`src/rtl/atr_gpio_pkg.sv`:
```
package atr_gpio_pkg;
  typedef enum logic [2:0] {
    ATTR_SRC  = 3'd0,
    ATTR_DIR  = 3'd1,
    ATTR_MAN  = 3'd2,
    ATTR_IDLE = 3'd3,
    ATTR_RXO  = 3'd4,
    ATTR_TXO  = 3'd5,
    ATTR_FDX  = 3'd6,
    ATTR_PINS = 3'd7
  } attr_e;

  localparam int unsigned NUM_REGS   = 7;
  localparam int unsigned NUM_STATES = 4;
  localparam int unsigned PAT_BASE   = 3;
endpackage

```
`src/rtl/atr_gpio_regs.sv`:
```
module atr_gpio_regs
  import atr_gpio_pkg::*;
#(
  parameter int unsigned W = 8
) (
  input  logic                            clk_i,
  input  logic                            rst_ni,
  input  logic                            wr_en_i,
  input  logic [2:0]                      wr_attr_i,
  input  logic [W-1:0]                    wr_data_i,
  input  logic [W-1:0]                    wr_mask_i,
  output logic [NUM_REGS-1:0][W-1:0]      regs_o
);
  for (genvar r = 0; r < NUM_REGS; r++) begin : g_reg
    logic [W-1:0] q;
    logic         hit;
    assign hit = wr_en_i && (wr_attr_i == 3'(r));
    always_ff @(posedge clk_i or negedge rst_ni) begin
      if (!rst_ni)  q <= '0;
      else if (hit) q <= (q & ~wr_mask_i) | (wr_data_i & wr_mask_i);
    end
    assign regs_o[r] = q;
  end
endmodule

```
`src/rtl/atr_gpio_mux.sv`:
```
module atr_gpio_mux
  import atr_gpio_pkg::*;
#(
  parameter int unsigned W = 8
) (
  input  logic [W-1:0]                    src_i,
  input  logic [W-1:0]                    dir_i,
  input  logic [W-1:0]                    man_i,
  input  logic [NUM_STATES-1:0][W-1:0]    pat_i,
  input  logic [1:0]                      state_i,
  output logic [W-1:0]                    out_d_o,
  output logic [W-1:0]                    oe_d_o
);
  logic [W-1:0] pat_sel;
  assign pat_sel = pat_i[state_i];

  for (genvar i = 0; i < W; i++) begin : g_pin
    // input pins are held low
    assign out_d_o[i] = dir_i[i] & (src_i[i] ? pat_sel[i] : man_i[i]);
    assign oe_d_o[i]  = dir_i[i];
  end
endmodule

```
`src/rtl/atr_gpio_sync.sv`:
```
module atr_gpio_sync #(
  parameter int unsigned W      = 8,
  parameter int unsigned STAGES = 2
) (
  input  logic         clk_i,
  input  logic         rst_ni,
  input  logic [W-1:0] d_i,
  output logic [W-1:0] q_o
);
  logic [STAGES-1:0][W-1:0] chain_q;

  for (genvar s = 0; s < STAGES; s++) begin : g_stage
    always_ff @(posedge clk_i or negedge rst_ni) begin
      if (!rst_ni) chain_q[s] <= '0;
      else         chain_q[s] <= (s == 0) ? d_i : chain_q[(s == 0) ? 0 : s-1];
    end
  end

  assign q_o = chain_q[STAGES-1];
endmodule

```
`src/rtl/atr_gpio_bank.sv`:
```
module atr_gpio_bank
  import atr_gpio_pkg::*;
#(
  parameter int unsigned W = 8
) (
  input  logic         clk_i,
  input  logic         rst_ni,
  input  logic         wr_en_i,
  input  logic [2:0]   wr_attr_i,
  input  logic [W-1:0] wr_data_i,
  input  logic [W-1:0] wr_mask_i,
  input  logic [2:0]   rd_attr_i,
  output logic [W-1:0] rd_data_o,
  input  logic         rx_active_i,
  input  logic         tx_active_i,
  input  logic [W-1:0] pin_in_i,
  output logic [W-1:0] pin_out_o,
  output logic [W-1:0] pin_oe_o
);
  logic [NUM_REGS-1:0][W-1:0]   regs_w;
  logic [W-1:0]                 src_w, dir_w, man_w;
  logic [NUM_STATES-1:0][W-1:0] pat_w;
  logic [W-1:0]                 out_d, oe_d, out_q, oe_q, pins_sync;
  logic [1:0]                   radio_st;

  atr_gpio_regs #(.W(W)) u_regs (
    .clk_i     (clk_i),
    .rst_ni    (rst_ni),
    .wr_en_i   (wr_en_i),
    .wr_attr_i (wr_attr_i),
    .wr_data_i (wr_data_i),
    .wr_mask_i (wr_mask_i),
    .regs_o    (regs_w)
  );

  assign src_w = regs_w[ATTR_SRC];
  assign dir_w = regs_w[ATTR_DIR];
  assign man_w = regs_w[ATTR_MAN];
  for (genvar s = 0; s < NUM_STATES; s++) begin : g_pat
    assign pat_w[s] = regs_w[PAT_BASE+s];
  end

  assign radio_st = {tx_active_i, rx_active_i};

  atr_gpio_mux #(.W(W)) u_mux (
    .src_i   (src_w),
    .dir_i   (dir_w),
    .man_i   (man_w),
    .pat_i   (pat_w),
    .state_i (radio_st),
    .out_d_o (out_d),
    .oe_d_o  (oe_d)
  );

  always_ff @(posedge clk_i or negedge rst_ni) begin
    if (!rst_ni) begin
      out_q <= '0;
      oe_q  <= '0;
    end else begin
      out_q <= out_d;
      oe_q  <= oe_d;
    end
  end

  assign pin_out_o = out_q;
  assign pin_oe_o  = oe_q;

  atr_gpio_sync #(.W(W), .STAGES(2)) u_sync (
    .clk_i  (clk_i),
    .rst_ni (rst_ni),
    .d_i    (pin_in_i),
    .q_o    (pins_sync)
  );

  always_comb begin
    if (rd_attr_i == ATTR_PINS) rd_data_o = pins_sync;
    else                        rd_data_o = regs_w[rd_attr_i];
  end
endmodule

```
`config.mk`:
```
export PLATFORM = sky130hd
export DESIGN_NAME = atr_gpio_bank
export DESIGN_NICKNAME = d
export VERILOG_FILES = /design/src/rtl/atr_gpio_pkg.sv /design/src/rtl/atr_gpio_regs.sv /design/src/rtl/atr_gpio_mux.sv /design/src/rtl/atr_gpio_sync.sv /design/src/rtl/atr_gpio_bank.sv
export SDC_FILE = /design/constraint.sdc
export NUM_CORES = 1
export LEC_CHECK = 0
export ABC_AREA = 1
export BUFFER_PORTS_ARGS = -buffer_cell sky130_fd_sc_hd__buf_2
export CAP_MARGIN = 10
export CORE_MARGIN = 2
export CORE_UTILIZATION = 46
export DETAILED_ROUTE_END_ITERATION = 6
export PLACE_DENSITY_LB_ADDON = 0.1
export SYNTH_ARGS = -nofsm -noshare
export SYNTH_HDL_FRONTEND = slang
export SYNTH_SLANG_ARGS = --single-unit
```
`constraint.sdc`:
```
create_clock -name clk_i -period 0.8 [get_ports clk_i]
set_input_delay 0.04 -clock clk_i [delete_from_list [all_inputs] [get_ports clk_i]]
set_output_delay 0.04 -clock clk_i [all_outputs]
set_load 0.03 [all_outputs]
```
==> run_results.csv, run 1 <==
group,metric,value,unit
run_status,status,"finished, violations left",
run_status,violations,"negative setup slack",
clock_network,root_buffer,"clkbuf_8",
worst_setup_path,start_kind,"flip-flop",
timing,setup-violations-final,39,
grt,track_usage,0.255,
worst_setup_path,r2r_setup_slack,-350,ps
power_and_ir_drop,leakagePower,3.38,nW
timing,fin_crit_sh,1.72,
placement,portBuffers,58,
floorplanning,rows,35,
synth,synth_cell_types,16,
clock_network,cts_tree,"done",
synth,synth_compound_area_frac,0.0556,
grt,grt_pass1_wl,19800,um
placement,placed_area,0.00549,mm^2
drt,drt-initial-drc-count,147,
synth,syn_inst,587,
final_layout,nets,794,
final_layout,ff_latch_area,0.00220,mm^2
synth,synthSimpleGateAreaFrac,0.351,
grt,grt_pass1_vias,4156,
grt,grt-ovfl-total,0,
timing,worst_clock_skew,6.95,ps
worst_setup_path,cp.arrival,1330,ps
floorplanning,dieWidth,101,um
synth,ys_ff_latch,88,
floorplanning,core,0.00915,mm^2
final_layout,fill_cells,692,
placement,gp_congestion,0.864,
timing,rsz0062_at_grt,"yes",
final_layout,drive_above_1_share,0.373,
synth,ys_seq_area_frac,0.510,
floorplanning,die-height,101,um
drt,drc,0,
timing,slew_headroom,0.814,
synth,synthesis.area,0.00432,mm^2
placement,hpwl,8130,um
worst_setup_path,worstReg2RegEnd,"pin_out_o[3]",
synth,synth_xor_area_frac,0,
worst_setup_path,critPathMaxFanout,2,
timing,fmax,0.728,GHz
drt,routed_wirelength,12600,um
synth,avgSynthCellArea,7.36,um^2
worst_setup_path,criticalPathCategory,"reg -> out",
final_layout,multi_input_area,0.00209,mm^2
drt,wl_per_cell,14.4,um
floorplanning,start_util,0.472,
drt,viasPerCell,4.98,
synth,syn_nets,622,
drt,ant_nets,0,
synth,synth_mux_area_frac,0,
timing,slew_violations,0,
final_layout,design_area,0.00663,mm^2
clock_network,clock_latency,370,ps
clock_network,path_clk_slew,100,ps
clock_network,clkSinkCount,88,
drt,vias,4354,
final_layout,final-instance-count-excl-fill,875,
synth,synth_fa_ha_area_frac,0,
clock_network,cts_buffers,9,
timing,hold_violations,0,
worst_setup_path,end_kind,"output port",
clock_network,htreeDepth,3,
final_layout,syn_to_final_growth,53.4,%
final_layout,diodes,0,
placement,placed_cells,808,
power_and_ir_drop,power-per-cell-area,2140,mW/mm^2
min_path,hp-class,"in -> async",
timing,fin_ws,-574,ps
grt,antenna_found_initial,0,
timing,whs,54.0,ps
power_and_ir_drop,ir_drop,1.18,mV
floorplanning,ios,59,
worst_setup_path,cp_data_required_time,760,ps
grt,grt_max_degree,42,
synth,synth_top_family_by_area,"simple AND/OR/NAND/NOR gates",
timing,min_period,1370,ps
drt,drtPass1Iterations,4,
synth,yosys_warnings,0,
timing,tightest_slew,278,ps
power_and_ir_drop,fin_total_pwr,0.0142,W
job,cap_violations,0,
floorplanning,die_area,0.0102,mm^2
clock_network,cts_buffer_depth,2,
worst_setup_path,reg2reg_depth,10,
layer usage:
metal | vias to the layer above | global-route usage | routed length (um)
li1 | 2146 | - | -
met1 | 2070 | 0.331 | 5550
met2 | 115 | 0.430 | 6200
met3 | 23 | 0.0506 | 632
met4 | 0 | 0.0811 | 252
met5 | - | 0 | 0
Yosys cell counts:
cell type	n	area share
buf_2	16	0.019
buf_4	4	0.0070
buf_6	1	0.0026
clkbuf_1	1	0.00087
dfrtp_1	88	0.51
inv_1	59	0.051
inv_2	4	0.0035
nand2_1	276	0.24
nand2_4	1	0.0026
nand3_1	48	0.056
nor2_1	32	0.028
nor2_2	1	0.0014
nor2_4	6	0.016
nor3_4	2	0.0075
o21ai_0	44	0.051
o21ai_1	4	0.0046
worst max-delay path by stage:
stage,end,slack (ps),cells after the start
final,rd_data_o[3],-570,7
after global routing,rd_data_o[1],-660,7
after CTS,rd_data_o[0],-570,7
after detailed placement,flip-flop,-340,9
after global placement,rd_data_o[0],-260,7
after floorplan,rd_data_o[0],-40,6
layout by cell type (no fill, tap or decap), types with 3 or more instances in the layout:
cell	netlist	layout
dfrtp_1	88	88
buf_4	4	63
inv_1	59	40
buf_2	16	32
nor2_1	32	25
dlygate4sd3_1	0	25
o21ai_1	4	27
o21ai_0	44	18
nor2_2	1	4
inv_2	4	19
nand2_1	276	225
clkbuf_8	0	10
nand3_2	0	9
buf_6	1	51
buf_12	0	12
nand3_1	48	31
nand2_2	0	50
nand3_4	0	8
clkinvlp_4	0	3
nor2_4	6	10
o21ai_2	0	3
area by class of cell:
| class | instances | share of cell area |
|---|---|---|
| clock inverters | 6 | 0.0138 |
| flip-flops and latches | 88 | 0.332 |
| clock buffers | 10 | 0.0208 |
| repair buffers | 183 | 0.256 |
| inverters | 63 | 0.0404 |
| multi-input cells | 414 | 0.315 |
| well taps | 111 | 0.0210 |
repair_timing:
action | in CTS | in global routing
pin swaps | 60 | 43
endpoints found under the setup margin | 33 | 63
endpoints found under the hold margin | 125 | 0
hold buffers | 25 | 0
setup buffers | 31 | 24
resized for setup | 111 | 87
logic make-up after synthesis:
family / after synthesis
AOI/OAI and AO/OA: 48
buffers and inverters: 85
DFF: 88
and+or+nand+nor: 366
critical path, stage by stage (launching register included):
cell and delay [ps]:
dfrtp_1 400, inv_2 80, nand2_1 50, nand3_1 70, nand2_1 70, nand2_2 80, nand3_4 70, buf_6 140
report_power, final:
group	switching (W)	internal [W]	total [W]
Combinational	0.00246	0.00246	0.00492
Sequential	0.000521	0.00521	0.00573
Clock	0.00168	0.00185	0.00353
Total	0.00466	0.00952	0.0142
metrics by stage:
step / TNS (ps) / util / worst slack (ps)
3_5_place_dp: -14260 / 0.600 / -336
4_1_cts: -8420 / 0.705 / -573
5_1_grt: -10410 / 0.724 / -656
3_3_place_gp: -12670 / 0.600 / -259
2_1_floorplan: -351 / - / -43.2
6_report: -8490 / 0.724 / -574
(Power assumes the default switching activity.)
==> inputs of run 2 (changes only) <==
Settings changed: BUFFER_PORTS_ARGS -buffer_cell sky130_fd_sc_hd__buf_2 to -buffer_cell sky130_fd_sc_hd__buf_4, CELL_PAD_IN_SITES_DETAIL_PLACEMENT set to 0, CELL_PAD_IN_SITES_GLOBAL_PLACEMENT set to 2, CORE_UTILIZATION 46 to 29.
==> run_results.csv, run 2 (synthesis gave the netlist of run 1 again) <==
group,metric,value,unit
drt,drc,0,
run_status,violations,"negative setup slack",
floorplanning,die-height,126,um
floorplanning,die_area,0.0159,mm^2
grt,grt_max_degree,58,
power_and_ir_drop,leakagePower,3.50,nW
final_layout,syn_to_final_growth,61.8,%
drt,vias,4253,
final_layout,final-instance-count-excl-fill,961,
grt,antenna_found_initial,0,
timing,slew_violations,0,
placement,gp_congestion,0.771,
worst_setup_path,end_kind,"output port",
final_layout,mostFrequentLayoutCells,"nand2_1 (227), buf_4 (111), dfrtp_1 (88)",
clock_network,cts_buffers,9,
placement,portBuffers,58,
timing,slew_headroom,0.781,
timing,setup-violations-final,42,
floorplanning,ios,59,
timing,fmax,0.751,GHz
timing,tightest_slew,328,ps
final_layout,design_area,0.00699,mm^2
grt,track_usage,0.177,
final_layout,fill_cells,1404,
drt,viasPerCell,4.43,
worst_setup_path,start_kind,"flip-flop",
floorplanning,core,0.0145,mm^2
worst_setup_path,critPathMaxFanout,2,
timing,hold_violations,0,
floorplanning,start_util,0.297,
final_layout,drive_above_1_share,0.395,
timing,min_period,1330,ps
final_layout,fin_util,0.481,
grt,grt_pass1_wl,21700,um
timing,rsz0062_at_grt,"yes",
timing,tns,-7590,ps
placement,hpwl,9340,um
placement,placed_area,0.00587,mm^2
run_status,status,"finished, violations left",
worst_setup_path,cp_data_required_time,760,ps
timing,worst_clock_skew,9.84,ps
clock_network,htreeDepth,3,
clock_network,cts_buffer_depth,2,
clock_network,root_buffer,"clkbuf_16",
min_path,hp-class,"in -> reg",
floorplanning,dieWidth,126,um
job,cap_violations,0,
final_layout,nets,807,
placement,post-place-ws,-294,ps
clock_network,clkSinkCount,88,
worst_setup_path,criticalPathCategory,"reg -> out",
final_layout,mostFrequentLayoutCell,"nand2_1",
final_layout,diodes,0,
power_and_ir_drop,ir_drop,1.10,mV
drt,drtPass1Iterations,4,
drt,drt-initial-drc-count,161,
clock_network,clock_latency,350,ps
floorplanning,rows,44,
power_and_ir_drop,power-per-cell-area,2230,mW/mm^2
drt,ant_nets,0,
timing,fin_crit_sh,1.66,
grt,grt_pass1_vias,4253,
clock_network,cts_tree,"done",
drt,wl_per_cell,14.1,um
grt,grt-ovfl-total,0,
placement,placed_cells,902,
drt,routed_wirelength,13500,um
timing,fin_ws,-532,ps
clock_network,path_clk_slew,70,ps
worst_setup_path,cp.arrival,1290,ps
run 2: critical path, stage by stage, from the launching register on:
cell	delay, ps
dfrtp_1	400
inv_2	70
nand2_1	50
nand3_1	70
nand2_1	70
nand2_2	70
nand3_4	70
buf_6	130
run 2: area by class of cell:
class	count	area, um^2	area share
repair buffers	196	1860	0.266
multi-input cells	414	2090	0.299
clock buffers	11	243	0.0347
clock inverters	5	80.1	0.0115
well taps	184	230	0.0330
inverters	63	287	0.0410
flip-flops and latches	88	2200	0.315
run 2: layer usage:
metal | wire length [um] | up-vias | global-route usage
met5 | 0 | - | 0
met4 | 221 | 0 | 0.0498
met3 | 449 | 14 | 0.0370
met2 | 6210 | 76 | 0.284
met1 | 6620 | 1998 | 0.242
li1 | - | 2165 | -
run 2: stage by stage:
step | hold WS (ps) | power [W]
after floorplan | -256 | 0.00776
after CTS | 2.75 | 0.0152
after global placement | 20.7 | 0.00982
after detailed placement | 23.5 | 0.00986
final | 9.44 | 0.0155
after global routing | 28.4 | 0.0165
run 2: final timing paths:
path | end | slack (ps) | startpoint | cells past startpoint
hold / removal | flip-flop | 9 | wr_mask_i[0] | 3
hold reg to reg | u_sync.q_o[4] | 350 | u_sync.chain_q[4] | 0
min in group asynchronous | pin_out_o[1] | 200 | rst_ni | 3
setup / recovery | rd_data_o[1] | -530 | flip-flop | 7
setup reg to reg | pin_out_o[7] | -360 | flip-flop | 9
max in group asynchronous | asynchronous set/reset pin | 270 | rst_ni | 3
run 2: where the power goes:
group	total [W]	internal (W)	switching [W]
clock network	0.00466	0.00282	0.00184
registers	0.00569	0.00522	0.000477
logic	0.00519	0.00273	0.00246
total	0.0155	0.0108	0.00478
run 2: timing repair:
item                                    in CTS  in global routing
hold buffers                                23                  0
setup buffers                                9                 22
hold endpoints to repair                   105                  0
pin swaps                                   47                 45
endpoints found under the setup margin      32                 64
gates resized for setup                     63                109
==> inputs of run 3 (changes only) <==
--- a/config.mk
+++ b/config.mk
@@ -14,5 +14,5 @@
 export CORE_UTILIZATION = 29
 export DETAILED_ROUTE_END_ITERATION = 6
-export PLACE_DENSITY_LB_ADDON = 0.1
+export PLACE_DENSITY = 0.77
 export SYNTH_ARGS = -nofsm -noshare
 export SYNTH_HDL_FRONTEND = slang
==> constraint.sdc (replaced) <==
create_clock -name clk_i -period 0.8 [get_ports clk_i]
set_input_delay 0.16 -clock clk_i [delete_from_list [all_inputs] [get_ports clk_i]]
set_output_delay 0.16 -clock clk_i [all_outputs]
set_load 0.03 [all_outputs]
==> run_results.csv, run 3 (synthesis gave the netlist of run 1 again) <==
group,metric,value,unit
power_and_ir_drop,clock_power_share,0.276,
clock_network,clock_latency,350,ps
timing,hold_violations,0,
floorplanning,dieWidth,126,um
grt,antenna_found_initial,0,
grt,track_usage,0.180,
power_and_ir_drop,p_sw,0.00470,W
drt,routed_wirelength,14000,um
timing,rsz0062_at_grt,"yes",
power_and_ir_drop,p_int,0.00980,W
grt,grt_max_degree,26,
worst_setup_path,criticalPathCategory,"reg -> out",
worst_setup_path,cp_data_required_time,640,ps
final_layout,mostFrequentLayoutCells,"nand2_1 (220), buf_4 (99), dfrtp_1 (88)",
floorplanning,start_util,0.297,
final_layout,ff_latch_area,0.00220,mm^2
timing,setup-violations-final,43,
final_layout,nets,779,
power_and_ir_drop,leakagePower,3.43,nW
power_and_ir_drop,ir_drop,1.12,mV
clock_network,clkSinkCount,88,
run_status,violations,"negative setup slack",
final_layout,final-instance-count-excl-fill,933,
clock_network,path_clk_slew,70,ps
floorplanning,ios,59,
final_layout,mostFrequentLayoutCell,"nand2_1",
timing,slew_headroom,0.760,
final_layout,drive_above_1_share,0.401,
grt,grt_pass1_vias,4138,
drt,ant_nets,0,
placement,portBuffers,58,
clock_network,cts_buffer_depth,2,
final_layout,fill_cells,1478,
clock_network,root_buffer,"clkbuf_16",
timing,fmax,0.684,GHz
placement,post-place-ws,-510,ps
floorplanning,core,0.0145,mm^2
grt,grt-ovfl-total,0,
clock_network,htreeDepth,3,
timing,whs,35.8,ps
power_and_ir_drop,p_seq_frac,0.391,
timing,min_period,1460,ps
worst_setup_path,end_kind,"output port",
timing,fin_crit_sh,1.83,
floorplanning,die_area,0.0159,mm^2
worst_setup_path,cp.arrival,1300,ps
worst_setup_path,critPathMaxFanout,2,
final_layout,multi_input_area,0.00217,mm^2
floorplanning,rows,44,
power_and_ir_drop,fin_total_pwr,0.0145,W
clock_network,cts_buffers,9,
run_status,status,"finished, violations left",
grt,grt_pass1_wl,21900,um
clock_network,cts_tree,"done",
power_and_ir_drop,power_frac_comb,0.333,
floorplanning,die-height,126,um
placement,placed_cells,888,
job,cap_violations,0,
power_and_ir_drop,p_sw_frac,0.324,
drt,drtPass1Iterations,4,
placement,gp_congestion,0.823,
worst_setup_path,start_kind,"flip-flop",
final_layout,diodes,0,
drt,vias,4178,
timing,fin_ws,-663,ps
timing,worst_clock_skew,5.46,ps
min_path,hp-class,"in -> reg",
power_and_ir_drop,power-per-cell-area,2130,mW/mm^2
drt,viasPerCell,4.48,
drt,drc,0,
final_layout,syn_to_final_growth,57.6,%
drt,drt-initial-drc-count,225,
timing,slew_violations,0,
drt,wl_per_cell,15.0,um
timing,tightest_slew,358,ps
placement,hpwl,9100,um
run 3: final cells by class:
type	count	area share
repair buffers	168	0.242
well taps	184	0.0338
multi-input cells	414	0.319
flip-flops and latches	88	0.324
inverters	63	0.0403
clock inverters	5	0.00478
clock buffers	11	0.0357
run 3: worst paths after layout:
path | depth (start not counted) | startpoint | slack, ps | to
worst min register to register | 0 | u_sync.chain_q[0] | 360 | u_sync.q_o[0]
min in group asynchronous | 2 | rst_ni | 240 | pin_oe_o[4]
worst min-delay path | 3 | wr_data_i[1] | 40 | flip-flop
worst max-delay path | 7 | flip-flop | -660 | rd_data_o[2]
max in group asynchronous | 3 | rst_ni | 140 | pin_oe_o[3]
worst max register to register | 8 | flip-flop | -210 | pin_out_o[7]
run 3: routing by layer:
| metal | vias to the layer above | wire [um] | track usage |
|---|---|---|---|
| met1 | 1955 | 6070 | 0.225 |
| li1 | 2119 | - | - |
| met4 | 0 | 277 | 0.0582 |
| met2 | 84 | 7060 | 0.312 |
| met3 | 20 | 551 | 0.0374 |
| met5 | - | 0 | 0 |
run 3: what timing repair did:
action,in CTS,in global routing
hold endpoints to repair,96,0
gates cloned,0,1
buffers inserted,10,21
hold buffers,9,0
setup endpoints to repair,32,60
resized for setup,66,99
pin swaps,28,37
run 3: per-stage QoR:
step / cell area (um^2) / TNS, ps / utilization
6_report: 6800 / -10570 / 0.468
3_5_place_dp: 5840 / -21760 / 0.402
2_1_floorplan: 4590 / -3780 / -
5_1_grt: 6800 / -12620 / 0.468
3_3_place_gp: 5840 / -20110 / 0.402
4_1_cts: 6460 / -10610 / 0.445
run 3: critical path, stage by stage, from the launching register on:
cell,delay (ps)
dfrtp_1,400
inv_2,70
nand2_1,50
nand3_1,70
nand2_1,60
nand2_2,70
nand3_4,80
buf_6,140
run 3: power groups by stage:
stage          Sequential (W)  Combinational (W)  Clock (W)
6_report              0.00567            0.00483    0.00400
5_1_grt               0.00575            0.00533    0.00433
4_1_cts               0.00563            0.00450    0.00417
3_5_place_dp          0.00566            0.00402          0
3_3_place_gp          0.00564            0.00399          0
2_1_floorplan         0.00597            0.00182          0
